[src/rtl/csel_pkg.sv]
package csel_pkg;
  localparam int WS_W = 4;

  typedef enum logic [1:0] {
    F_BASE = 2'd0,
    F_MASK = 2'd1,
    F_CTRL = 2'd2
  } field_e;

  typedef enum logic [1:0] {
    PW_32  = 2'd0,
    PW_8   = 2'd1,
    PW_16  = 2'd2,
    PW_RSV = 2'd3
  } pw_e;

  typedef struct packed {
    logic            valid;
    logic [1:0]      width;
    logic            burst;
    logic [WS_W-1:0] ws;
    logic            ext;
    logic            cpu;
  } ctrl_t;
endpackage

[src/rtl/csel_regs.sv]
module csel_regs
  import csel_pkg::*;
#(
  parameter int NUM_CH = 4,
  parameter int ADDR_W = 32,
  localparam int CH_W = $clog2(NUM_CH)
) (
  input  logic              clk_i,
  input  logic              rst_ni,
  input  logic [2:0]        strap_i,
  input  logic              we_i,
  input  logic [CH_W-1:0]   ch_i,
  input  logic [1:0]        field_i,
  input  logic [ADDR_W-1:0] wdata_i,
  output logic [ADDR_W-1:0] base_o [NUM_CH],
  output logic [ADDR_W-1:0] mask_o [NUM_CH],
  output ctrl_t             ctrl_o [NUM_CH],
  output logic              glob_o
);
  logic strap_pend_q;
  logic glob_q;

  always_ff @(posedge clk_i or negedge rst_ni) begin
    if (!rst_ni) begin
      strap_pend_q <= 1'b1;
      glob_q       <= 1'b1;
    end else begin
      strap_pend_q <= 1'b0;
      if (we_i && ch_i == '0 && field_i == F_CTRL) glob_q <= 1'b0;
    end
  end

  assign glob_o = glob_q;

  for (genvar i = 0; i < NUM_CH; i++) begin : g_ch
    logic  hit_w;
    ctrl_t wr_ctrl;

    assign hit_w = we_i && (ch_i == CH_W'(i));

    always_comb begin
      wr_ctrl       = '0;
      wr_ctrl.valid = wdata_i[0];
      wr_ctrl.width = wdata_i[2:1];
      wr_ctrl.burst = wdata_i[3];
      wr_ctrl.ws    = wdata_i[4 +: WS_W];
      wr_ctrl.ext   = wdata_i[8];
      wr_ctrl.cpu   = (i == 1) ? wdata_i[9] : 1'b0;
    end

    always_ff @(posedge clk_i or negedge rst_ni) begin
      if (!rst_ni) begin
        base_o[i] <= '0;
        mask_o[i] <= '0;
        ctrl_o[i] <= '0;
        if (i == 0) ctrl_o[i].ws <= '1;
      end else begin
        if (i == 0 && strap_pend_q) begin
          ctrl_o[i].width <= strap_i[1:0];
          ctrl_o[i].ext   <= strap_i[2];
        end
        if (hit_w) begin
          case (field_i)
            F_BASE:  base_o[i] <= wdata_i;
            F_MASK:  mask_o[i] <= wdata_i;
            F_CTRL:  ctrl_o[i] <= wr_ctrl;
            default: ;
          endcase
        end
      end
    end
  end
endmodule

[src/rtl/csel_decode.sv]
module csel_decode
  import csel_pkg::*;
#(
  parameter int NUM_CH = 4,
  parameter int ADDR_W = 32
) (
  input  logic [ADDR_W-1:0] addr_i,
  input  logic              cpu_space_i,
  input  logic [ADDR_W-1:0] base_i [NUM_CH],
  input  logic [ADDR_W-1:0] mask_i [NUM_CH],
  input  ctrl_t             ctrl_i [NUM_CH],
  input  logic              glob_i,
  output logic [NUM_CH-1:0] hit_o,
  output logic              any_o,
  output ctrl_t             sel_o
);
  logic [NUM_CH-1:0] raw;

  for (genvar i = 0; i < NUM_CH; i++) begin : g_cmp
    logic addr_eq;
    assign addr_eq = ((addr_i ^ base_i[i]) & ~mask_i[i]) == '0;
    if (i == 1) begin : g_cpu
      assign raw[i] = cpu_space_i ? (ctrl_i[i].valid && ctrl_i[i].cpu)
                                  : (ctrl_i[i].valid && addr_eq);
    end else if (i == 0) begin : g_boot
      assign raw[i] = !cpu_space_i && (glob_i || (ctrl_i[i].valid && addr_eq));
    end else begin : g_plain
      assign raw[i] = !cpu_space_i && ctrl_i[i].valid && addr_eq;
    end
  end

  // fixed priority: lowest index wins
  always_comb begin
    hit_o = '0;
    sel_o = '0;
    for (int i = NUM_CH - 1; i >= 0; i--) begin
      if (raw[i]) begin
        hit_o    = '0;
        hit_o[i] = 1'b1;
        sel_o    = ctrl_i[i];
      end
    end
  end

  assign any_o = |raw;
endmodule

[src/rtl/csel_timer.sv]
module csel_timer
  import csel_pkg::*;
#(
  parameter int NUM_CH = 4
) (
  input  logic              clk_i,
  input  logic              rst_ni,
  input  logic              as_i,
  input  logic              ext_ta_i,
  input  logic              any_i,
  input  logic [NUM_CH-1:0] hit_i,
  input  ctrl_t             sel_i,
  output logic [NUM_CH-1:0] cs_n_o,
  output logic              ta_o,
  output logic [1:0]        width_o,
  output logic              burst_o
);
  logic              as_q;
  logic              busy_q;
  logic [NUM_CH-1:0] hit_q;
  logic [WS_W-1:0]   cnt_q;
  logic              ext_q;
  logic              start;

  assign start = as_i && !as_q && any_i && !busy_q;
  assign ta_o  = busy_q && (ext_q ? ext_ta_i : (cnt_q == '0));

  always_ff @(posedge clk_i or negedge rst_ni) begin
    if (!rst_ni) begin
      as_q    <= 1'b0;
      busy_q  <= 1'b0;
      hit_q   <= '0;
      cnt_q   <= '0;
      ext_q   <= 1'b0;
      width_o <= PW_32;
      burst_o <= 1'b0;
    end else begin
      as_q <= as_i;
      if (start) begin
        busy_q  <= 1'b1;
        hit_q   <= hit_i;
        cnt_q   <= sel_i.ws;
        ext_q   <= sel_i.ext;
        width_o <= (sel_i.width == PW_RSV) ? PW_32 : sel_i.width;
        burst_o <= sel_i.burst;
      end else if (busy_q) begin
        if (ta_o) begin
          busy_q <= 1'b0;
          hit_q  <= '0;
        end else if (cnt_q != '0) begin
          cnt_q <= cnt_q - 1'b1;
        end
      end
    end
  end

  assign cs_n_o = ~hit_q;
endmodule

[src/rtl/csel_ctrl.sv]
module csel_ctrl
  import csel_pkg::*;
#(
  parameter int NUM_CH = 4,
  parameter int ADDR_W = 32,
  localparam int CH_W = $clog2(NUM_CH)
) (
  input  logic              clk_i,
  input  logic              rst_ni,
  input  logic [2:0]        strap_i,
  input  logic              reg_we_i,
  input  logic [CH_W-1:0]   reg_ch_i,
  input  logic [1:0]        reg_field_i,
  input  logic [ADDR_W-1:0] reg_wdata_i,
  input  logic              as_i,
  input  logic [ADDR_W-1:0] addr_i,
  input  logic              cpu_space_i,
  input  logic              ext_ta_i,
  output logic [NUM_CH-1:0] cs_n_o,
  output logic              ta_o,
  output logic [1:0]        width_o,
  output logic              burst_o
);
  logic [ADDR_W-1:0] base [NUM_CH];
  logic [ADDR_W-1:0] mask [NUM_CH];
  ctrl_t             ctrl [NUM_CH];
  logic              glob;
  logic [NUM_CH-1:0] hit;
  logic              any;
  ctrl_t             sel;

  csel_regs #(.NUM_CH(NUM_CH), .ADDR_W(ADDR_W)) u_regs (
    .clk_i   (clk_i),
    .rst_ni  (rst_ni),
    .strap_i (strap_i),
    .we_i    (reg_we_i),
    .ch_i    (reg_ch_i),
    .field_i (reg_field_i),
    .wdata_i (reg_wdata_i),
    .base_o  (base),
    .mask_o  (mask),
    .ctrl_o  (ctrl),
    .glob_o  (glob)
  );

  csel_decode #(.NUM_CH(NUM_CH), .ADDR_W(ADDR_W)) u_dec (
    .addr_i      (addr_i),
    .cpu_space_i (cpu_space_i),
    .base_i      (base),
    .mask_i      (mask),
    .ctrl_i      (ctrl),
    .glob_i      (glob),
    .hit_o       (hit),
    .any_o       (any),
    .sel_o       (sel)
  );

  csel_timer #(.NUM_CH(NUM_CH)) u_tmr (
    .clk_i    (clk_i),
    .rst_ni   (rst_ni),
    .as_i     (as_i),
    .ext_ta_i (ext_ta_i),
    .any_i    (any),
    .hit_i    (hit),
    .sel_i    (sel),
    .cs_n_o   (cs_n_o),
    .ta_o     (ta_o),
    .width_o  (width_o),
    .burst_o  (burst_o)
  );
endmodule

[config.mk]
export PLATFORM = sky130hd
export DESIGN_NAME = csel_ctrl
export DESIGN_NICKNAME = d
export VERILOG_FILES = /design/src/rtl/csel_pkg.sv /design/src/rtl/csel_regs.sv /design/src/rtl/csel_decode.sv /design/src/rtl/csel_timer.sv /design/src/rtl/csel_ctrl.sv
export SDC_FILE = /design/constraint.sdc
export NUM_CORES = 1
export LEC_CHECK = 0
export ABC_AREA = 0
export BUFFER_PORTS_ARGS = -buffer_cell sky130_fd_sc_hd__buf_4
export CORE_MARGIN = 4
export CORE_UTILIZATION = 49
export DETAILED_ROUTE_END_ITERATION = 8
export MAX_ROUTING_LAYER = met4
export PLACE_DENSITY_LB_ADDON = 0.08
export SLEW_MARGIN = 30
export SYNTH_ARGS = -nofsm -noshare
export SYNTH_HDL_FRONTEND = slang
export SYNTH_SLANG_ARGS = --single-unit
[constraint.sdc]
create_clock -name clk_i -period 2.7 [get_ports clk_i]
set_clock_uncertainty 0.05 [all_clocks]
set_input_delay 0.405 -clock clk_i [delete_from_list [all_inputs] [get_ports clk_i]]
set_output_delay 0.405 -clock clk_i [all_outputs]
set_load 0.1 [all_outputs]
# Yosys cells after proc, flatten, opt, wreduce, memory -nomap -nowiden
# Index checks and enable logic that the tools add are counted.
[op_classes]
add_sub_neg = 1
reduce_logical = 47
bitwise = 13
n_mux = 25
eq_ne = 7
[op_table]
columns = ["cell", "count"]
rows = [
  ["32-bit bitwise AND", 4],
  ["32-bit logical NOT", 4],
  ["32-bit inverter", 4],
  ["32-bit bitwise XOR", 4],
  ["9-bit two-way mux", 6],
  ["4-bit two-way mux", 11],
  ["2-bit AND reduction", 13],
  ["1-bit logical AND", 17],
  ["2-bit == test, second input constant", 4],
  ["1-bit two-way mux", 6],
  ["2-bit nonzero test", 3],
  ["2-bit by 1-bit == test with 1-bit output, second input constant", 2],
  ["2-bit logical NOT", 2],
  ["4-bit logical NOT", 1],
  ["2-bit two-way mux", 2],
  ["4-bit inverter", 1],
  ["4-bit nonzero test", 1],
  ["4-bit OR reduction", 1],
  ["4-bit by 1-bit subtractor with 4-bit output, second input constant", 1],
  ["1-bit logical NOT", 3],
  ["3-bit AND reduction", 1],
  ["2-bit by 1-bit inequality test with 1-bit output, second input constant", 1],
  ["1-bit logical OR", 1],
]
[word_totals]
output_inout_bits = 8
register_bits = 309
in_bits = 77
word_cells = 131

# Logic depth before layout (Yosys ltp)
# Gate-level depths: netlist of run 1.
[depth]
depth_word = 11
mapped_depth = 10
mapped_depth_nobuf = 9

# Cells and area by module
# From an unflattened synthesis of run 1, not the netlist that was laid out.
[hier_totals]
cells_unflattened = 1067
hier_area_um2 = 14281.2
[modules_own_cells]
columns = ["mod", "instances", "cells_each", "area_each_um2", "seq_area_each_um2"]
rows = [
  ["csel_regs", 1, 653, 11076.9, 7389.6],
  ["csel_decode", 1, 340, 2494.9, 0.0],
  ["csel_timer", 1, 74, 709.4, 350.3],
]

# Worst setup path after synthesis of run 1
# OpenSTA, ideal clock, no wires.
[synth_timing]
path_kind = "reg2reg"
start = "register u_tmr.cnt_q[0]"
end = "register u_tmr.hit_q[3]"
setup_time_ns = 0.121
setup_slack_ns = -0.213
path_stages_with_launch = 9
t_required_ns = 2.529
period_less_slack_ns = 2.913
n_path_buf = 0
arrival_time_ns = 2.742
cell_sequence = "dfrtp_1 inv_1 ha_1 nand3b_1 nor2_1 a21oi_1 nor2b_1 nor2_1 a22o_1"
[synth_via]
elab_chain_len = 5
[synth_rtl]
columns = ["item", "line", "rtl"]
rows = [
  ["from (decl)", "csel_timer.sv:21", "logic [WS_W-1:0] cnt_q;"],
  ["from (signal assigned)", "csel_timer.sv:42", "cnt_q <= sel_i.ws;"],
  ["from (signal assigned)", "csel_timer.sv:51", "cnt_q <= cnt_q - 1'b1;"],
  ["4-bit logical NOT", "csel_timer.sv:26", "assign ta_o = busy_q && (ext_q ? ext_ta_i : (cnt_q == '0));"],
  ["1-bit two-way mux", "csel_timer.sv:26", ""],
  ["1-bit logical AND", "csel_timer.sv:26", ""],
  ["named net ta_o", "csel_ctrl.sv:20", "output logic ta_o,"],
  ["2-bit nonzero test (no line)", "n/a", ""],
  ["2-bit AND reduction (no line)", "n/a", ""],
  ["to (signal assigned)", "csel_timer.sv:41", "hit_q <= hit_i;"],
  ["to (decl)", "csel_timer.sv:20", "logic [NUM_CH-1:0] hit_q;"],
]
# The timed path passes the listed nets, and every way through them passes these cells.
# A chain may end at the register's enable or synchronous reset.

# Worst setup path after layout of run 1
[layout_timing]
start = "register u_regs.base_o[81] (netlist bit)"
end = "register u_tmr.cnt_q[0]"
[layout_via]
elab_chain_len = 10
word_cells_on_any_way = 15
cone_classes = "eq/ne (1); mux (4); bitwise (2); reduce/logical (8)"
[layout_rtl]
columns = ["item", "line", "rtl"]
rows = [
  ["from (decl)", "csel_regs.sv:15", "output logic [ADDR_W-1:0] base_o [NUM_CH],"],
  ["from (signal, indexed assignment)", "csel_regs.sv:64", "F_BASE: base_o[i] <= wdata_i;"],
  ["32-bit bitwise XOR *", "csel_decode.sv:21", "assign addr_eq = ((addr_i ^ base_i[i]) & ~mask_i[i]) == '0;"],
  ["32-bit bitwise AND *", "csel_decode.sv:21", ""],
  ["32-bit logical NOT *", "csel_decode.sv:21", ""],
  ["1-bit logical AND *", "csel_decode.sv:24", ": (ctrl_i[i].valid && addr_eq);"],
  ["1-bit two-way mux *", "csel_decode.sv:23", "assign raw[i] = cpu_space_i ? (ctrl_i[i].valid && ctrl_i[i].cpu)"],
  ["4-bit OR reduction", "csel_decode.sv:45", "assign any_o = |raw;"],
  ["1-bit logical AND (2 in series)", "csel_timer.sv:25", "assign start = as_i && !as_q && any_i && !busy_q;"],
  ["2-bit by 1-bit inequality test with 1-bit output (no line) / 2-bit nonzero test (equally long branches)", "n/a", ""],
  ["3-bit AND reduction (no line)", "n/a", ""],
]
# Every way passes the cells marked *; elsewhere a longest branch is shown, timed or not.

==> results of run 1 <==
## power by group
| part | internal, mW | switching [mW] |
|---|---|---|
| Combinational | 1.67 | 1.39 |
| Sequential | 5.72 | 0.646 |
| Clock | 2.58 | 1.79 |
## per-layer routing
| layer | global-route usage (%) | routed length (um) | vias up |
|---|---|---|---|
| met1 | 32.49 | 16010 | 4428 |
| met3 | 2.827 | 1406 | 30 |
| met4 | 4.030 | 408 | 0 |
| met5 | - | 0 | - |
| met2 | 36.55 | 16530 | 139 |
| li1 | - | - | 3905 |
## synthesized netlist by cell type, drive strengths merged (2+ instances only)
master     n  area share, %
mux2     284             23
nor2      22           0.59
or4        2           0.13
nand2     23           0.62
a22o       3           0.19
o31ai      3           0.26
buf       20           0.79
inv       16           0.43
xnor2    130            8.3
a22oi      2           0.14
a21oi      7           0.25
o2111ai    2           0.13
or3        3           0.13
a31o       2           0.13
o21ai     10           0.41
nand3      8           0.29
ha         2           0.18
dfstp      6            1.1
nor3       3           0.14
clkbuf    54            1.6
mux2i     12           0.86
nand2b     4           0.18
nand3b     5           0.27
and2       3           0.15
o21a       2           0.11
dfrtp    303             54
o22ai     56            2.5
o211ai     5           0.27
nor3b      2           0.11
nor4      12           0.65
a31oi      6           0.27
o22a       4           0.25
## state kept, by name (all words and copies together), names as in the netlist
signal	cells
u_tmr.width_o	2
u_regs.glob_o	1
u_tmr.busy_q	1
u_regs.base_o	128
u_regs.mask_o	128
u_tmr.cnt_q	4
u_regs.ctrl_o	37
u_regs.strap_pend_q	1
u_tmr.as_q	1
u_tmr.burst_o	1
u_tmr.hit_q	4
u_tmr.ext_q	1
## path summary, 6_finish.rpt
kind                                               start                             end  slack (ns)  depth (start not counted)
min in group asynchronous                         rst_ni  u_regs.mask_o[106]$_DFFE_PN0P_        0.40                          2
max                        u_regs.base_o[81]$_DFFE_PN0P_      u_tmr.cnt_q[0]$_DFFE_PN0P_        0.09                         10
max reg2reg                u_regs.base_o[81]$_DFFE_PN0P_      u_tmr.cnt_q[0]$_DFFE_PN0P_        0.09                         10
min reg2reg                 u_tmr.width_o[0]$_DFFE_PN0N_    u_tmr.width_o[0]$_DFFE_PN0N_        0.44                          2
max in group asynchronous                         rst_ni   u_regs.mask_o[77]$_DFFE_PN0P_        1.44                          3
min                                           strap_i[0]     u_regs.ctrl_o[37]$_DFF_PN0_        0.15                          3
## cell type report
class | count | area [sq um]
clock buffer | 53 | 1016
clock inverter | 4 | 20.02
fill | 2379 | 11270
inverter | 16 | 60.06
multi-input combinational | 631 | 5979
sequential | 309 | 7740
tap | 378 | 473.0
timing repair buffer | 166 | 1379
## placed cells by master, fill, tap and decap left out, types with 13 or more instances in the layout
cell type    n
buf_4      152
clkbuf_1    13
clkbuf_16   37
dfrtp_1    303
inv_1       16
mux2_2     284
nand2_1     22
nor2_1      19
o22ai_1     54
xnor2_1    121
## what timing repair did
item                       in CTS  in global routing
hold buffers                    2                  0
pin swaps                       0                 14
hold endpoints to repair       54                  0
cloned                          0                  0
buffers inserted                0                  3
setup endpoints to repair      11                 13
resized for setup               4                 19
## metrics by stage
stage	area, sq um	worst slack, ns
detailed placement	15420	-0.2391
floorplan	13920	0.2336
CTS	16500	-0.0008229
global placement	15420	-0.2155
global route	16670	-0.03511
finish	16670	0.09106
## logic make-up (layout without fill, tap and decap cells)
logic type / after synthesis / in the layout
AO/OA/AOI/OAI: 110 / 110
multiplexers: 296 / 296
buffers and inverters: 90 / 239
XOR/XNOR: 130 / 130
AND/OR/NAND/NOR: 92 / 92
flip-flops: 309 / 309
other: 1 / 1
adder cells (fa/ha/maj): 2 / 2
## worst reg2reg max path, delay by kind of cell (launching register included)
| kind | cells | cell delay, ns |
|---|---|---|
| compound gates | 4 | 0.81 |
| xor+xnor | 1 | 0.21 |
| buf+inv | 2 | 0.35 |
| flops | 1 | 0.38 |
| simple gates | 3 | 0.74 |
==> flow_summary.ini, run 1 <==
[status]
status = complete, no violations

[synth]
syn_nets = 1109
synth_ff_type = dfrtp_1
synth-compound-area-share_pct = 5.611
synth-seq-area-share_pct = 55.62
synth_adder_area_share_pct = 0.1798
synthArstFlopShare_pct = 100.0
synth-seq-cells = 309
synth_edf_count = 0
netlist_area_sq_um = 13920
yosysWarnings = 0
synth_area_per_cell_sq_um = 13.51
ys_types = 59
synthSimpleGateAreaFrac_pct = 3.650
synth-xor-area-share_pct = 8.290
syn_inst = 1030
synth_top_family_by_area = multiplexers
synthMuxAreaShare_pct = 23.84

[floorplanning]
die_h_um = 176.5
core_region_area_sq_um = 27930
die_area_sq_um = 31160
start_util_pct = 49.82
die_w_um = 176.5
placementRows = 61
ioPinCount = 85

[setup_path]
slowest_delay_ns = 0.41
crit_arrival_ns = 2.99
critical_path.max_fanout = 6
critPathLaunchType = flop
crit_buf_inv = 2
cp_cell_sequence = xnor2_1, o22ai_1, nor4_2, nand3_1, o21ai_2, buf_6, o41a_1, buf_4, nor2_1, a31oi_1
cp.required_ns = 3.08
critPathKind = flop to flop
cpMaxStageDelayCell = nor4_2
setup.worst_path.end_class = flop
critical-path-top-delay-family = compound AO/OA/AOI/OAI gates

[place]
io_buffers = 84
gp_congestion = 0.8142
dp_hpwl_um = 23790
dp_cells = 1495

[timing]
fin_crit_ns = 2.609
max_slew_margin_pct = 60.32
slew_violations = 0
setup_tns_ns = 0
hold_viol_final = 0
worstMarginPinSlew_ns = 0.5952
max_freq_ghz = 0.3833
holdWs_ns = 0.1479
min_period_over_period_pct = 96.63
setup_violations = 0

[drt]
drcViolationCount = 0
dr.pass1.iters = 4
wire_per_inst_um = 22.06
antenna_left = 0
drt_iter0_markers = 390
routed_wl_um = 34350
vias = 8502
vias_per_cell = 5.461

[cts]
htree_levels = 2
clock-sinks = 309
cts_tree = built
clock_path_buffers = 3
clock-root-buffer = clkbuf_16
cts.clk_slew.worst_paths_ns = 0.06
clkLatencyLatePin_ns = 0.51
cts_made_buffers = 35

[global_routing]
grt_pass1_vias = 8936
grt_pass1_wl_um = 53540
grt_use_total_pct = 22.93
grt_max_degree = 66
gr-total-overflow = 0
antenna_found_initial = 0

[power]
p_leak_nw = 7.162
powerDensity_nw_per_um2 = 828.0
peakVddDrop_mv = 0.5830
finalPower_mw = 13.80

[cells_and_area]
syn2layout_area_growth_pct = 19.77
post-route-util_pct = 59.67
nNetsFinal = 1238
drive_above_1_share_pct = 45.38
final_cells = 1557
antenna_cells = 0

[hold_path]
hold_class = input pin to flop

[run]
maxCapViolations = 0
Power figures use the tool's default switching activity.
==> inputs of run 2 (changes only) <==
- RECOVER_POWER: default -> 50
==> flow_summary.ini, run 2 (synthesized netlist as in run 1, its figures left out) <==
[status]
status = finished, violations left
violations = max-capacitance violations, max-slew violations

[drt]
vias = 8497
drcViolationCount = 0
wire_per_inst_um = 22.01
routed_wl_um = 34270
dr.pass1.iters = 5
drt_iter0_markers = 376
antenna_left = 0
vias_per_cell = 5.457

[power]
pwr-share-comb_pct = 22.1
powerDensity_nw_per_um2 = 829.7
clock_power_share_pct = 31.7
power.internal_mw = 9.968
peakVddDrop_mv = 0.5845
p_leak_nw = 7.130
finalPower_mw = 13.79
p_sw_share_pct = 27.70
p_sw_mw = 3.820
seqPwrFrac_pct = 46.2

[setup_path]
crit_buf_inv = 1
worst-path-stages = 9
setup.worst_path.end_class = flop
critPathKind = flop to flop
cp_cell_sequence = xnor2_2, o22ai_2, nor4_2, buf_4, o211ai_1, or4_1, mux2_2, o21a_1, o21ai_1
critical-path-top-delay-family = simple AND/OR/NAND/NOR gates
slowest_delay_ns = 0.56
crit_arrival_ns = 2.99
cpMaxStageDelayCell = or4_1
cp.required_ns = 3.09
reg2reg_depth = 9
critical_path.max_fanout = 3
critPathLaunchType = flop

[global_routing]
antenna_found_initial = 0
grt_pass1_wl_um = 53540
grt_max_degree = 66
grt_use_total_pct = 22.93
gr-total-overflow = 0
grt_pass1_vias = 8936

[cts]
cts.clk_slew.worst_paths_ns = 0.06
cts_tree = built
clkLatencyLatePin_ns = 0.51
clock-root-buffer = clkbuf_16
htree_levels = 2
clock-sinks = 309
clock_path_buffers = 3
cts_made_buffers = 35

[floorplanning]
die_h_um = 176.5
start_util_pct = 49.82
ioPinCount = 85
die_w_um = 176.5
die_area_sq_um = 31160
placementRows = 61
core_region_area_sq_um = 27930

[place]
placed_area_sq_um = 15420
dp_cells = 1495
io_buffers = 84
dp_hpwl_um = 23790
gp_congestion = 0.8142

[timing]
max_slew_margin_pct = -3.521
fin_crit_ns = 2.601
max_freq_ghz = 0.3845
hold_viol_final = 0
slew_violations = 57
holdWs_ns = 0.1468
worstMarginPinSlew_ns = 1.553
setup_violations = 0
min_period_over_period_pct = 96.33

[cells_and_area]
final_common_cell = dfrtp_1
top_regs = u_regs.base_o (128), u_regs.mask_o (128), u_regs.ctrl_o (37)
stdcell_area_sq_um = 16620
drive_above_1_share_pct = 44.95
final_cells = 1557
final_cell_mix = 303 x dfrtp_1, 284 x mux2_2, 145 x buf_4
antenna_cells = 0
nNetsFinal = 1238
syn2layout_area_growth_pct = 19.42

[hold_path]
hold_class = input pin to flop
hold_depth = 2

[run]
maxCapViolations = 1
==> run 2: cell types whose count changed in the layout (fill, tap and decap cells not counted), sizes merged <==
cell,before,now
buf,164,157
clkbuf,53,60
==> run 2: worst reg2reg max path, delay by kind of cell (launching register included) <==
family	cells	cell delay [ns]
buffers and inverters	1	0.16
muxes	1	0.27
AOI/OAI and AO/OA	4	0.64
and+or+nand+nor	2	0.84
xor gates and xnor gates	1	0.20
DFF	1	0.40
==> run 2: power groups by stage <==
stage / registers (mW) / clock network (mW) / logic, mW
floorplan: 6.32 / 0 / 1.99
global placement: 6.40 / 0 / 2.94
detailed placement: 6.44 / 0 / 3.00
CTS: 6.36 / 4.47 / 3.03
global route: 6.51 / 4.66 / 3.32
finish: 6.37 / 4.37 / 3.05
==> run 2: timing repair <==
| action | in CTS | in global routing |
|---|---|---|
| hold buffers | 2 | 0 |
| endpoints found under the hold margin | 54 | 0 |
| resized for setup | 4 | 19 |
| pin swaps | 0 | 14 |
| buffers inserted | 0 | 3 |
| endpoints found under the setup margin | 11 | 13 |
| gates cloned | 0 | 0 |
==> run 2: layout make-up <==
| type | instances | area [sq um] |
|---|---|---|
| fillers | 2391 | 11320 |
| flip-flops and latches | 309 | 7740 |
| multi-input cells | 631 | 5979 |
| repair buffers | 166 | 1330 |
| clock buffers | 53 | 1016 |
| well taps | 378 | 473.0 |
| inverters | 16 | 60.06 |
| clock inverters | 4 | 20.02 |
==> run 2: worst paths after layout <==
check / slack (ns) / to / start
worst min register to register: 0.44 / u_tmr.width_o[0]$_DFFE_PN0N_ / u_tmr.width_o[0]$_DFFE_PN0N_
min in group asynchronous: 0.79 / u_regs.base_o[105]$_DFFE_PN0P_ / rst_ni
max in group asynchronous: 0.43 / u_regs.mask_o[77]$_DFFE_PN0P_ / rst_ni
worst max-delay path: 0.1 / u_tmr.cnt_q[1]$_DFFE_PN0P_ / u_regs.base_o[20]$_DFFE_PN0P_
worst max register to register: 0.1 / u_tmr.cnt_q[1]$_DFFE_PN0P_ / u_regs.base_o[20]$_DFFE_PN0P_
worst min-delay path: 0.15 / u_regs.mask_o[21]$_DFFE_PN0P_ / reg_wdata_i[21]
==> run 2: layer usage <==
layer  GRT usage [%]  routed length, um  vias up
met5               -                  0        -
met4           4.030                439        0
met3           2.827               1417       32
met2           36.55              16430      144
met1           32.49              15980     4416
li1                -                  -     3905
==> run 2: metrics by stage <==
| stage | TNS, ns | utilization (%) | setup slack, ns |
|---|---|---|---|
| CTS | -0.0008229 | 59.08 | -0.0008229 |
| floorplan | 0 | - | 0.2336 |
| global route | -0.07274 | 59.49 | -0.03511 |
| global placement | -1.875 | 55.21 | -0.2155 |
| detailed placement | -2.237 | 55.21 | -0.2391 |
| finish | 0 | 59.49 | 0.09899 |
